===== src/rtl/ais_pkg.sv =====
package ais_pkg;

  localparam logic [7:0] CMD_SELF_CAL  = 8'h08;
  localparam logic [7:0] CMD_STAT_RD   = 8'h0C;
  localparam logic [7:0] CMD_PAD       = 8'h00;

  typedef enum logic [3:0] {
    S_IDLE,
    S_CAL,
    S_DUM_HI,
    S_DUM_LO,
    S_WAIT,
    S_STAT_HI,
    S_STAT_LO,
    S_CHECK,
    S_ACQ,
    S_DONE,
    S_FAIL
  } seq_state_e;

  // reduced-channel layout: keep [7:6], move [3:0] up to [5:2]
  function automatic logic [7:0] remap_reduced(input logic [7:0] b);
    return {b[7:6], b[3:0], 2'b00};
  endfunction

  function automatic logic is_xfer(input seq_state_e s);
    return (s == S_CAL) || (s == S_DUM_HI) || (s == S_DUM_LO) ||
           (s == S_STAT_HI) || (s == S_STAT_LO) || (s == S_ACQ);
  endfunction

  function automatic logic ends_frame(input seq_state_e s);
    return (s == S_CAL) || (s == S_DUM_LO) || (s == S_STAT_LO) || (s == S_ACQ);
  endfunction

endpackage


===== src/rtl/ais_acq_decode.sv =====
module ais_acq_decode #(
  parameter int unsigned SEL_W = 6
) (
  input  logic [SEL_W-1:0] sel_i,
  output logic [7:0]       cmd_o,
  output logic             ok_o
);

  localparam logic [SEL_W-1:0] SEL_DEF = '0;
  localparam logic [SEL_W-1:0] SEL_6   = SEL_W'(6);
  localparam logic [SEL_W-1:0] SEL_10  = SEL_W'(10);
  localparam logic [SEL_W-1:0] SEL_18  = SEL_W'(18);
  localparam logic [SEL_W-1:0] SEL_34  = SEL_W'(34);

  always_comb begin
    cmd_o = 8'h00;
    ok_o  = 1'b1;
    if (sel_i == SEL_6)                           cmd_o = 8'h0E;
    else if (sel_i == SEL_10 || sel_i == SEL_DEF) cmd_o = 8'h4E;
    else if (sel_i == SEL_18)                     cmd_o = 8'h8E;
    else if (sel_i == SEL_34)                     cmd_o = 8'hCE;
    else                                          ok_o  = 1'b0;
  end

endmodule


===== src/rtl/ais_eoc_wait.sv =====
module ais_eoc_wait #(
  parameter int unsigned TIMEOUT_CYC = 10_000_000,
  parameter int unsigned SYNC_STAGES = 2
) (
  input  logic clk,
  input  logic rst,
  input  logic en_i,
  input  logic eoc_i,
  output logic fire_o
);

  localparam int unsigned CW = $clog2(TIMEOUT_CYC + 1);
  localparam logic [CW-1:0] LAST = CW'(TIMEOUT_CYC - 1);

  logic          eoc_s;
  logic          eoc_prev_q;
  logic [CW-1:0] cnt_q;
  logic          rise;

  generate
    if (SYNC_STAGES == 0) begin : g_nosync
      assign eoc_s = eoc_i;
    end else begin : g_sync
      logic [SYNC_STAGES-1:0] sync_q;
      always_ff @(posedge clk) begin
        if (rst) sync_q <= '0;
        else     sync_q <= {sync_q[SYNC_STAGES-2+1-1:0], eoc_i} >> 0;
      end
      assign eoc_s = sync_q[SYNC_STAGES-1];
    end
  endgenerate

  assign rise   = eoc_s & ~eoc_prev_q;
  assign fire_o = en_i & (rise | (cnt_q == LAST));

  always_ff @(posedge clk) begin
    if (rst) begin
      eoc_prev_q <= 1'b0;
      cnt_q      <= '0;
    end else begin
      eoc_prev_q <= eoc_s;
      if (en_i && !fire_o) cnt_q <= cnt_q + 1'b1;
      else                 cnt_q <= '0;
    end
  end

  AST_WAIT_BOUND: assert property (@(posedge clk) disable iff (rst)
    en_i |-> (cnt_q <= LAST)) else $error("wait counter overran");

endmodule


===== src/rtl/ais_status_cap.sv =====
module ais_status_cap (
  input  logic       clk,
  input  logic       rst,
  input  logic       cap_hi_i,
  input  logic       cap_lo_i,
  input  logic [7:0] rx_i,
  output logic       cal_busy_o
);

  logic [7:0] hi_q;
  logic [8:0] status_q;
  logic       unused_bits;

  always_ff @(posedge clk) begin
    if (rst) begin
      hi_q     <= '0;
      status_q <= '0;
    end else begin
      if (cap_hi_i) hi_q <= rx_i;
      if (cap_lo_i) status_q <= {hi_q, rx_i[7]};
    end
  end

  assign cal_busy_o  = status_q[6];
  assign unused_bits = ^{status_q[8:7], status_q[5:0], rx_i[6:0]};

endmodule


===== src/rtl/adc_init_seq.sv =====
module adc_init_seq
  import ais_pkg::*;
#(
  parameter int unsigned TIMEOUT_CYC = 10_000_000,
  parameter int unsigned SYNC_STAGES = 2,
  parameter int unsigned SEL_W       = 6
) (
  input  logic             clk,
  input  logic             rst,
  input  logic             start_i,
  input  logic [SEL_W-1:0] acq_sel_i,
  input  logic             reduced_i,
  input  logic             eoc_i,
  output logic             spi_req_o,
  output logic [7:0]       spi_byte_o,
  output logic             spi_last_o,
  input  logic             spi_ack_i,
  input  logic [7:0]       spi_rx_i,
  output logic             done_o,
  output logic             err_o
);

  seq_state_e       state_q, state_n;
  logic             red_q;
  logic [SEL_W-1:0] sel_q;
  logic             wait_fire;
  logic             cal_busy;
  logic             acq_ok;
  logic [7:0]       acq_cmd;
  logic             red_eff;
  logic [7:0]       raw_n, byte_n;
  logic             req_q, last_q, done_q, err_q;
  logic [7:0]       byte_q;

  ais_acq_decode #(.SEL_W(SEL_W)) u_acq (
    .sel_i (sel_q),
    .cmd_o (acq_cmd),
    .ok_o  (acq_ok)
  );

  ais_eoc_wait #(.TIMEOUT_CYC(TIMEOUT_CYC), .SYNC_STAGES(SYNC_STAGES)) u_wait (
    .clk    (clk),
    .rst    (rst),
    .en_i   (state_q == S_WAIT),
    .eoc_i  (eoc_i),
    .fire_o (wait_fire)
  );

  ais_status_cap u_stat (
    .clk        (clk),
    .rst        (rst),
    .cap_hi_i   ((state_q == S_STAT_HI) && spi_ack_i),
    .cap_lo_i   ((state_q == S_STAT_LO) && spi_ack_i),
    .rx_i       (spi_rx_i),
    .cal_busy_o (cal_busy)
  );

  always_comb begin
    state_n = state_q;
    unique case (state_q)
      S_IDLE:    if (start_i)   state_n = S_CAL;
      S_CAL:     if (spi_ack_i) state_n = S_DUM_HI;
      S_DUM_HI:  if (spi_ack_i) state_n = S_DUM_LO;
      S_DUM_LO:  if (spi_ack_i) state_n = S_WAIT;
      S_WAIT:    if (wait_fire) state_n = S_STAT_HI;
      S_STAT_HI: if (spi_ack_i) state_n = S_STAT_LO;
      S_STAT_LO: if (spi_ack_i) state_n = S_CHECK;
      S_CHECK: begin
        if (cal_busy || !acq_ok) state_n = S_FAIL;
        else                     state_n = S_ACQ;
      end
      S_ACQ:     if (spi_ack_i) state_n = S_DONE;
      S_DONE:    state_n = S_IDLE;
      S_FAIL:    state_n = S_IDLE;
      default:   state_n = S_IDLE;
    endcase
  end

  always_comb begin
    unique case (state_n)
      S_CAL:                raw_n = CMD_SELF_CAL;
      S_DUM_HI, S_STAT_HI:  raw_n = CMD_STAT_RD;
      S_ACQ:                raw_n = acq_cmd;
      default:              raw_n = CMD_PAD;
    endcase
  end

  assign red_eff = (state_q == S_IDLE) ? reduced_i : red_q;
  assign byte_n  = red_eff ? remap_reduced(raw_n) : raw_n;

  always_ff @(posedge clk) begin
    if (rst) begin
      state_q <= S_IDLE;
      red_q   <= 1'b0;
      sel_q   <= '0;
      req_q   <= 1'b0;
      byte_q  <= '0;
      last_q  <= 1'b0;
      done_q  <= 1'b0;
      err_q   <= 1'b0;
    end else begin
      state_q <= state_n;
      if (state_q == S_IDLE && start_i) begin
        red_q <= reduced_i;
        sel_q <= acq_sel_i;
      end
      req_q  <= is_xfer(state_n);
      byte_q <= byte_n;
      last_q <= ends_frame(state_n);
      done_q <= (state_n == S_DONE);
      err_q  <= (state_n == S_FAIL);
    end
  end

  assign spi_req_o  = req_q;
  assign spi_byte_o = byte_q;
  assign spi_last_o = last_q;
  assign done_o     = done_q;
  assign err_o      = err_q;

  AST_REQ_HOLD: assert property (@(posedge clk) disable iff (rst)
    (spi_req_o && !spi_ack_i) |=> (spi_req_o && $stable(spi_byte_o) && $stable(spi_last_o)))
    else $error("byte changed before acknowledge");
  AST_DONE_PULSE: assert property (@(posedge clk) disable iff (rst)
    done_o |=> !done_o) else $error("done longer than one cycle");
  AST_ERR_PULSE: assert property (@(posedge clk) disable iff (rst)
    err_o |=> !err_o) else $error("error longer than one cycle");
  AST_NO_XFER_ON_FAIL: assert property (@(posedge clk) disable iff (rst)
    err_o |-> !spi_req_o) else $error("byte requested during abort");
  AST_ACQ_NIBBLE: assert property (@(posedge clk) disable iff (rst)
    (state_q == S_ACQ && !red_q) |-> (spi_byte_o[3:0] == 4'hE))
    else $error("acquisition command malformed");
  AST_REMAP_LOW: assert property (@(posedge clk) disable iff (rst)
    (spi_req_o && red_q) |-> (spi_byte_o[1:0] == 2'b00))
    else $error("reduced layout low bits set");

endmodule


===== config.mk =====
export PLATFORM = sky130hd
export DESIGN_NAME = adc_init_seq
export DESIGN_NICKNAME = d
export VERILOG_FILES = /design/src/rtl/ais_pkg.sv /design/src/rtl/ais_acq_decode.sv /design/src/rtl/ais_eoc_wait.sv /design/src/rtl/ais_status_cap.sv /design/src/rtl/adc_init_seq.sv
export SDC_FILE = /design/constraint.sdc
export NUM_CORES = 1
export LEC_CHECK = 0
export BUFFER_PORTS_ARGS = -buffer_cell sky130_fd_sc_hd__buf_2
export CORE_ASPECT_RATIO = 1.1
export CORE_MARGIN = 2
export CORE_UTILIZATION = 55
export CTS_CLUSTER_DIAMETER = 150
export DETAILED_ROUTE_END_ITERATION = 10
export PLACE_DENSITY = 0.76
export SKIP_LAST_GASP = 1
export SLEW_MARGIN = 20
export SYNTH_ARGS = -nofsm -noshare
export SYNTH_HDL_FRONTEND = slang
export SYNTH_SLANG_ARGS = --single-unit
export TNS_END_PERCENT = 5

===== constraint.sdc =====
create_clock -name clk -period 2.7 [get_ports clk]
set_input_delay 0.135 -clock clk [delete_from_list [all_inputs] [get_ports clk]]
set_output_delay 0.135 -clock clk [all_outputs]
set_load 0.03 [all_outputs]

After elaboration in Yosys (flattened, before gate mapping)
Index checks and enable logic that the tools add are counted.

Add/sub/neg operators: 1. Eq/ne operators: 21. Multiplexer cells: 21. Bitwise operators: 5. Reduce and logical (&&, ||, !) cells: 21.

Operator list (count): case mux 4 bit (9 select lines) (1); two-way mux 4 bit (8); two-way mux 8 bit (4); adder 24 x 1 -> 24 bit, second input constant (1); equality test 24 bit, second input constant (1); equality test 4 x 3 -> 1 bit, second input constant (6); case mux 8 bit (3 select lines) (1); equality test 4 x 2 -> 1 bit, second input constant (4); equality test 4 bit, second input constant (4); logical OR 1 bit (10); equality test 4 x 1 -> 1 bit, second input constant (2); equality test 6 x 3 -> 1 bit, second input constant (1); equality test 6 x 4 -> 1 bit, second input constant (1); equality test 6 x 5 -> 1 bit, second input constant (1); equality test 6 bit, second input constant (1); logical NOT 6 bit (1); two-way mux 6 bit (1); OR reduction 2 bit (3); two-way mux 1 bit (5); logical AND 1 bit (4); logical NOT 4 bit (1); bitwise AND 1 bit (2); logical NOT 1 bit (2); two-way mux 2 bit (1); 2 further kinds (3).

Register bits: 63. Input bits: 20. Output and inout port bits: 12.

Depth between registers and ports, before layout
Depth after elaboration: 15. Depth in mapped cells: 8. Mapped depth without buffers: 7.

Hierarchy
From an unflattened synthesis, not the netlist that was laid out.

Cells, all modules: 301. Area, all modules: 2702.6 sq um.

Modules (own cells, without submodules): ais_eoc_wait (instances 1, cells each 136, area each 1233.7 sq um, sequential area each 540.5 sq um); adc_init_seq (instances 1, cells each 136, area each 1222.4 sq um, sequential area each 460.4 sq um); ais_acq_decode (instances 1, cells each 23, area each 178.9 sq um, sequential area each 0.0 sq um); ais_status_cap (instances 1, cells each 6, area each 67.6 sq um, sequential area each 40.0 sq um).

Least setup slack after synthesis
OpenSTA, ideal clock, no wires.

Kind: register to register. Start: register u_wait.cnt_q[0]. End: register u_wait.cnt_q[10]. Setup time: 64 ps. Arrival time: 1735 ps. Data required time: 2636 ps. Setup slack: 901 ps. Cell stages (with the launch flop): 9. Path through: dfxtp_1 -> ha_1 -> and4_1 -> nand2_1 -> nor4_4 -> or4b_1 -> buf_2 -> buf_6 -> nor2_1.

Longest elaborated chain between the ends: 7. Elaborated cells on any way between the ends: 8. Those cells by class: add/sub (1); eq/ne (1); bitwise (3); reduce/logical (3).

RTL lines: start: declaration (line ais_eoc_wait.sv:17) `logic [CW-1:0] cnt_q;`; start signal: assignment (line ais_eoc_wait.sv:42) `if (en_i && !fire_o) cnt_q <= cnt_q + 1'b1;`; parallel branches: the longest is 7 deep, another holds adder 24 x 1 -> 24 bit.

Several ways; the timed one is not identified. A chain may end at the register's enable or synchronous reset.

Worst setup path after layout
Start: register u_wait.cnt_q[0]. End: register req_q (netlist: spi_req_o).

Longest elaborated chain between the ends: 11. Elaborated cells on any way between the ends: 16. Those cells by class: eq/ne (7); mux (2); bitwise (2); reduce/logical (5).

RTL lines: equality test 24 bit (*) (line ais_eoc_wait.sv:34) `assign fire_o = en_i & (rise | (cnt_q == LAST));`; OR 1 bit (*) (line ais_eoc_wait.sv:34); bitwise AND 1 bit (*) (line ais_eoc_wait.sv:34); two-way mux 4 bit (*) (line adc_init_seq.sv:65) `S_WAIT: if (wait_fire) state_n = S_STAT_HI;`; case mux 4 bit (9 select lines) (*) (line adc_init_seq.sv:60) `unique case (state_q)`; equality test 4 x 1 -> 1 bit or equality test 4 x 2 -> 1 bit (tied branches) (line ais_pkg.sv:27) `return (s == S_CAL) || (s == S_DUM_HI) || (s == S_DUM_LO) ||`; logical OR 1 bit (3 in series) (line ais_pkg.sv:27); logical OR 1 bit (line ais_pkg.sv:28) `(s == S_STAT_HI) || (s == S_STAT_LO) || (s == S_ACQ);`; logical OR 1 bit (*) (line ais_pkg.sv:28); end signal: assignment (line adc_init_seq.sv:107) `req_q <= is_xfer(state_n);`; end: declaration (line adc_init_seq.sv:32) `logic req_q, last_q, done_q, err_q;`.

Every way passes the cells marked *; elsewhere a longest branch is shown, timed or not.

==> qor.yml <==
hold_class: "in2reg"
period_needed_ps: 2030
firstDrtPassIters: 4
port_buffers: 23
power.density_mw_per_mm2: 549
cts_tree: "done"
die_x_microns: 66.5
drv_slew: 0
yosys_warnings: 0
dieArea_sq_mm: 0.00484
clock_path_buffers: 2
core-area_sq_mm: 0.00422
async_reset_ff_share_pct: 0
yosys.cell_count.top_type: "dfxtp_1"
place_worst_setup_slack_ps: 701
peakVddDrop_uv: 409
clock_latency_ps: 300
dp_cells: 331
fin_ws_ps: 671
cts_sinks: 51
cap_violations: 0
criticalPathCategory: "reg2reg"
ys_types: 47
drive_gt1_share_pct: 14.7
ys_top_cells_by_area: "dfxtp_1, nor2_1, xor2_1"
synthesis.nets: 287
pwr-share-comb_pct: 12.7
cp-start-kind: "flip-flop"
cts_setup_buffers: 0
vias: 1835
status: "finished clean"
drt-wirelength-per-cell_microns: 12.4
syn_to_final_growth_pct: 7.78
synthTopCellsByCount: "dfxtp_1, nor2_1, nand2_1"
post-route-period-util_pct: 75.1
end_kind: "flip-flop"
relSlewSlack_pct: 66.8
rsz0062_at_grt: "false"
yosysSeqAreaShare_pct: 43.2
skew_ps: 6.02
crit_required_ps: 2910
p_leak_nw: 0.932
setup_viol: 0
drt_iter0_drc: 99
synth_ff_type: "dfxtp_1"
worstPathArrival_ps: 2240
via_per_inst: 5.41
grt_pass1_wl_mm: 7.57
instances_no_fill: 339
grt_pass1_vias: 1774
cts_resized: 0
cts_hold_buf: 0
die_h_microns: 72.8
cts_max_level: 2
rows: 25
final_net_count: 305
synth_top_area_cell: "dfxtp_1"
root_buffer: "clkbuf_8"
io_pins: 32
synth_area_per_cell_sq_um: 8.89
ys_ff_latch: 51
synth-edff-count: 0
crit_slowest_cell: "a211oi_2"
finalPower_mw: 1.40
intPower_mw: 1.03
design_area_sq_mm: 0.00255
p_sw_uw: 371
numCtsBuffers: 5
path_cells: "ha_1, and4_1, nand2_1, nor4_4, a211oi_2, nand3_1, a211oi_1"
synth_area_sq_mm: 0.00236
antenna_found_initial: 0
cpPeakStageDelay_ps: 460
p_sw_share_pct: 26.5
fmax_mhz: 493
crit_family: "compound AO/OA/AOI/OAI gates"
drc: 0
place_area_sq_mm: 0.00247
grt_usage_pct: 20.2
drtAntennaViolNets: 0
place_hpwl_mm: 3.08
setup_tns_ps: 0
clkTransAtPathRegs_ps: 80
grt-ovfl-total: 0
cp_max_fo: 8
synthCells: 266
p_clk_share_pct: 29.9
place_congestion: 0.824
tightestPinTransition_ps: 494
diodes: 0
path_buf_inv: 0
initial_core_util_pct: 56.0
final_hold_viol_count: 0
wl_mm: 4.20
synth.top_cell.area_share_pct: 43.2
grt_max_degree: 25
seq_power_share_pct: 57.4
[kinds of logic after synthesis]
group	synth area share, %
compound gates	6.62
xor+xnor	9.26
fa+ha+maj	0.529
simple gates	34.9
other cells	0.159
mux	1.27
flops	43.2
buf+inv	4.02
[state kept, by name, indices dropped and copies added, names as in the netlist]
| signal | flops |
|---|---|
| err_o | 1 |
| done_o | 1 |
| spi_req_o | 1 |
| sel_q | 6 |
| u_stat.hi_q | 1 |
| u_wait.cnt_q | 24 |
| state_q | 4 |
| u_wait.g_sync.sync_q | 2 |
| spi_byte_o | 7 |
| u_wait.eoc_prev_q | 1 |
| spi_last_o | 1 |
| u_stat.status_q | 1 |
| red_q | 1 |
[metal layers]
layer / vias to the layer above / global-route usage, % / part of all wire, %
met3: 7 / 4.63 / 3.1
met5: - / 0 / 0
met1: 850 / 23.9 / 44
li1: 952 / - / -
met2: 26 / 35.1 / 51
met4: 0 / 8.16 / 1.8
[per-stage QoR]
step | util, % | hold WS, ps
floorplan | - | 239
global placement | 58.4 | 349
detailed placement | 58.4 | 354
CTS | 60.3 | 36.8
global route | 60.3 | 64.1
finish | 60.3 | 45.0
[layout make-up]
type                       instances  area [sq um]
clock buffer                       7          76.3
clock inverter                     1          5.00
fill                             399          1680
inverter                           2          7.51
multi-input combinational        200          1250
sequential                        51          1020
tap                               54          67.6
timing repair buffer              24           123
[worst reg2reg max path: cells and delay by family, from the launching register on]
family                   cells  cell delay [ps]
AO/OA/AOI/OAI                2              740
adder cells (fa/ha/maj)      1              240
flip-flops                   1              330
AND/OR/NAND/NOR              4              630
[power groups by stage]
stage / combinational [mW] / clock [mW] / sequential [mW]
floorplan: 0.135 / 0 / 0.826
global placement: 0.174 / 0 / 0.820
detailed placement: 0.178 / 0 / 0.821
CTS: 0.179 / 0.428 / 0.803
global route: 0.201 / 0.461 / 0.808
finish: 0.178 / 0.419 / 0.803
[layout by cell type, fill, tap and decap left out, types with 2 or more instances in the layout]
cell type / instances
a211oi_2: 2
a21oi_1: 9
a31oi_1: 2
and3_1: 8
and4_1: 2
buf_2: 23
clkbuf_1: 2
clkbuf_8: 5
dfxtp_1: 51
inv_1: 2
mux2i_1: 3
nand2_1: 24
nand2b_1: 6
nand3_1: 21
nand3b_1: 2
nand4_1: 5
nor2_1: 38
nor2_2: 2
nor2b_1: 10
nor3_1: 7
nor4_1: 3
nor4_4: 2
nor4b_1: 3
nor4bb_1: 2
o21ai_0: 4
or4_1: 2
xnor2_1: 10
xor2_1: 15
[path summary, 6_finish.rpt]
| check | from | end | slack (ps) | depth (start not counted) |
|---|---|---|---|---|
| worst max-delay path | u_wait.cnt_q[0] | spi_req_o | 670 | 7 |
| worst min-delay path | eoc_i | u_wait.g_sync.sync_q[0] | 40 | 2 |
| worst max register to register | u_wait.cnt_q[0] | spi_req_o | 670 | 7 |
| worst min register to register | u_wait.g_sync.sync_q[0] | u_wait.g_sync.sync_q[1] | 450 | 1 |
Power figures use the tool's default switching activity.
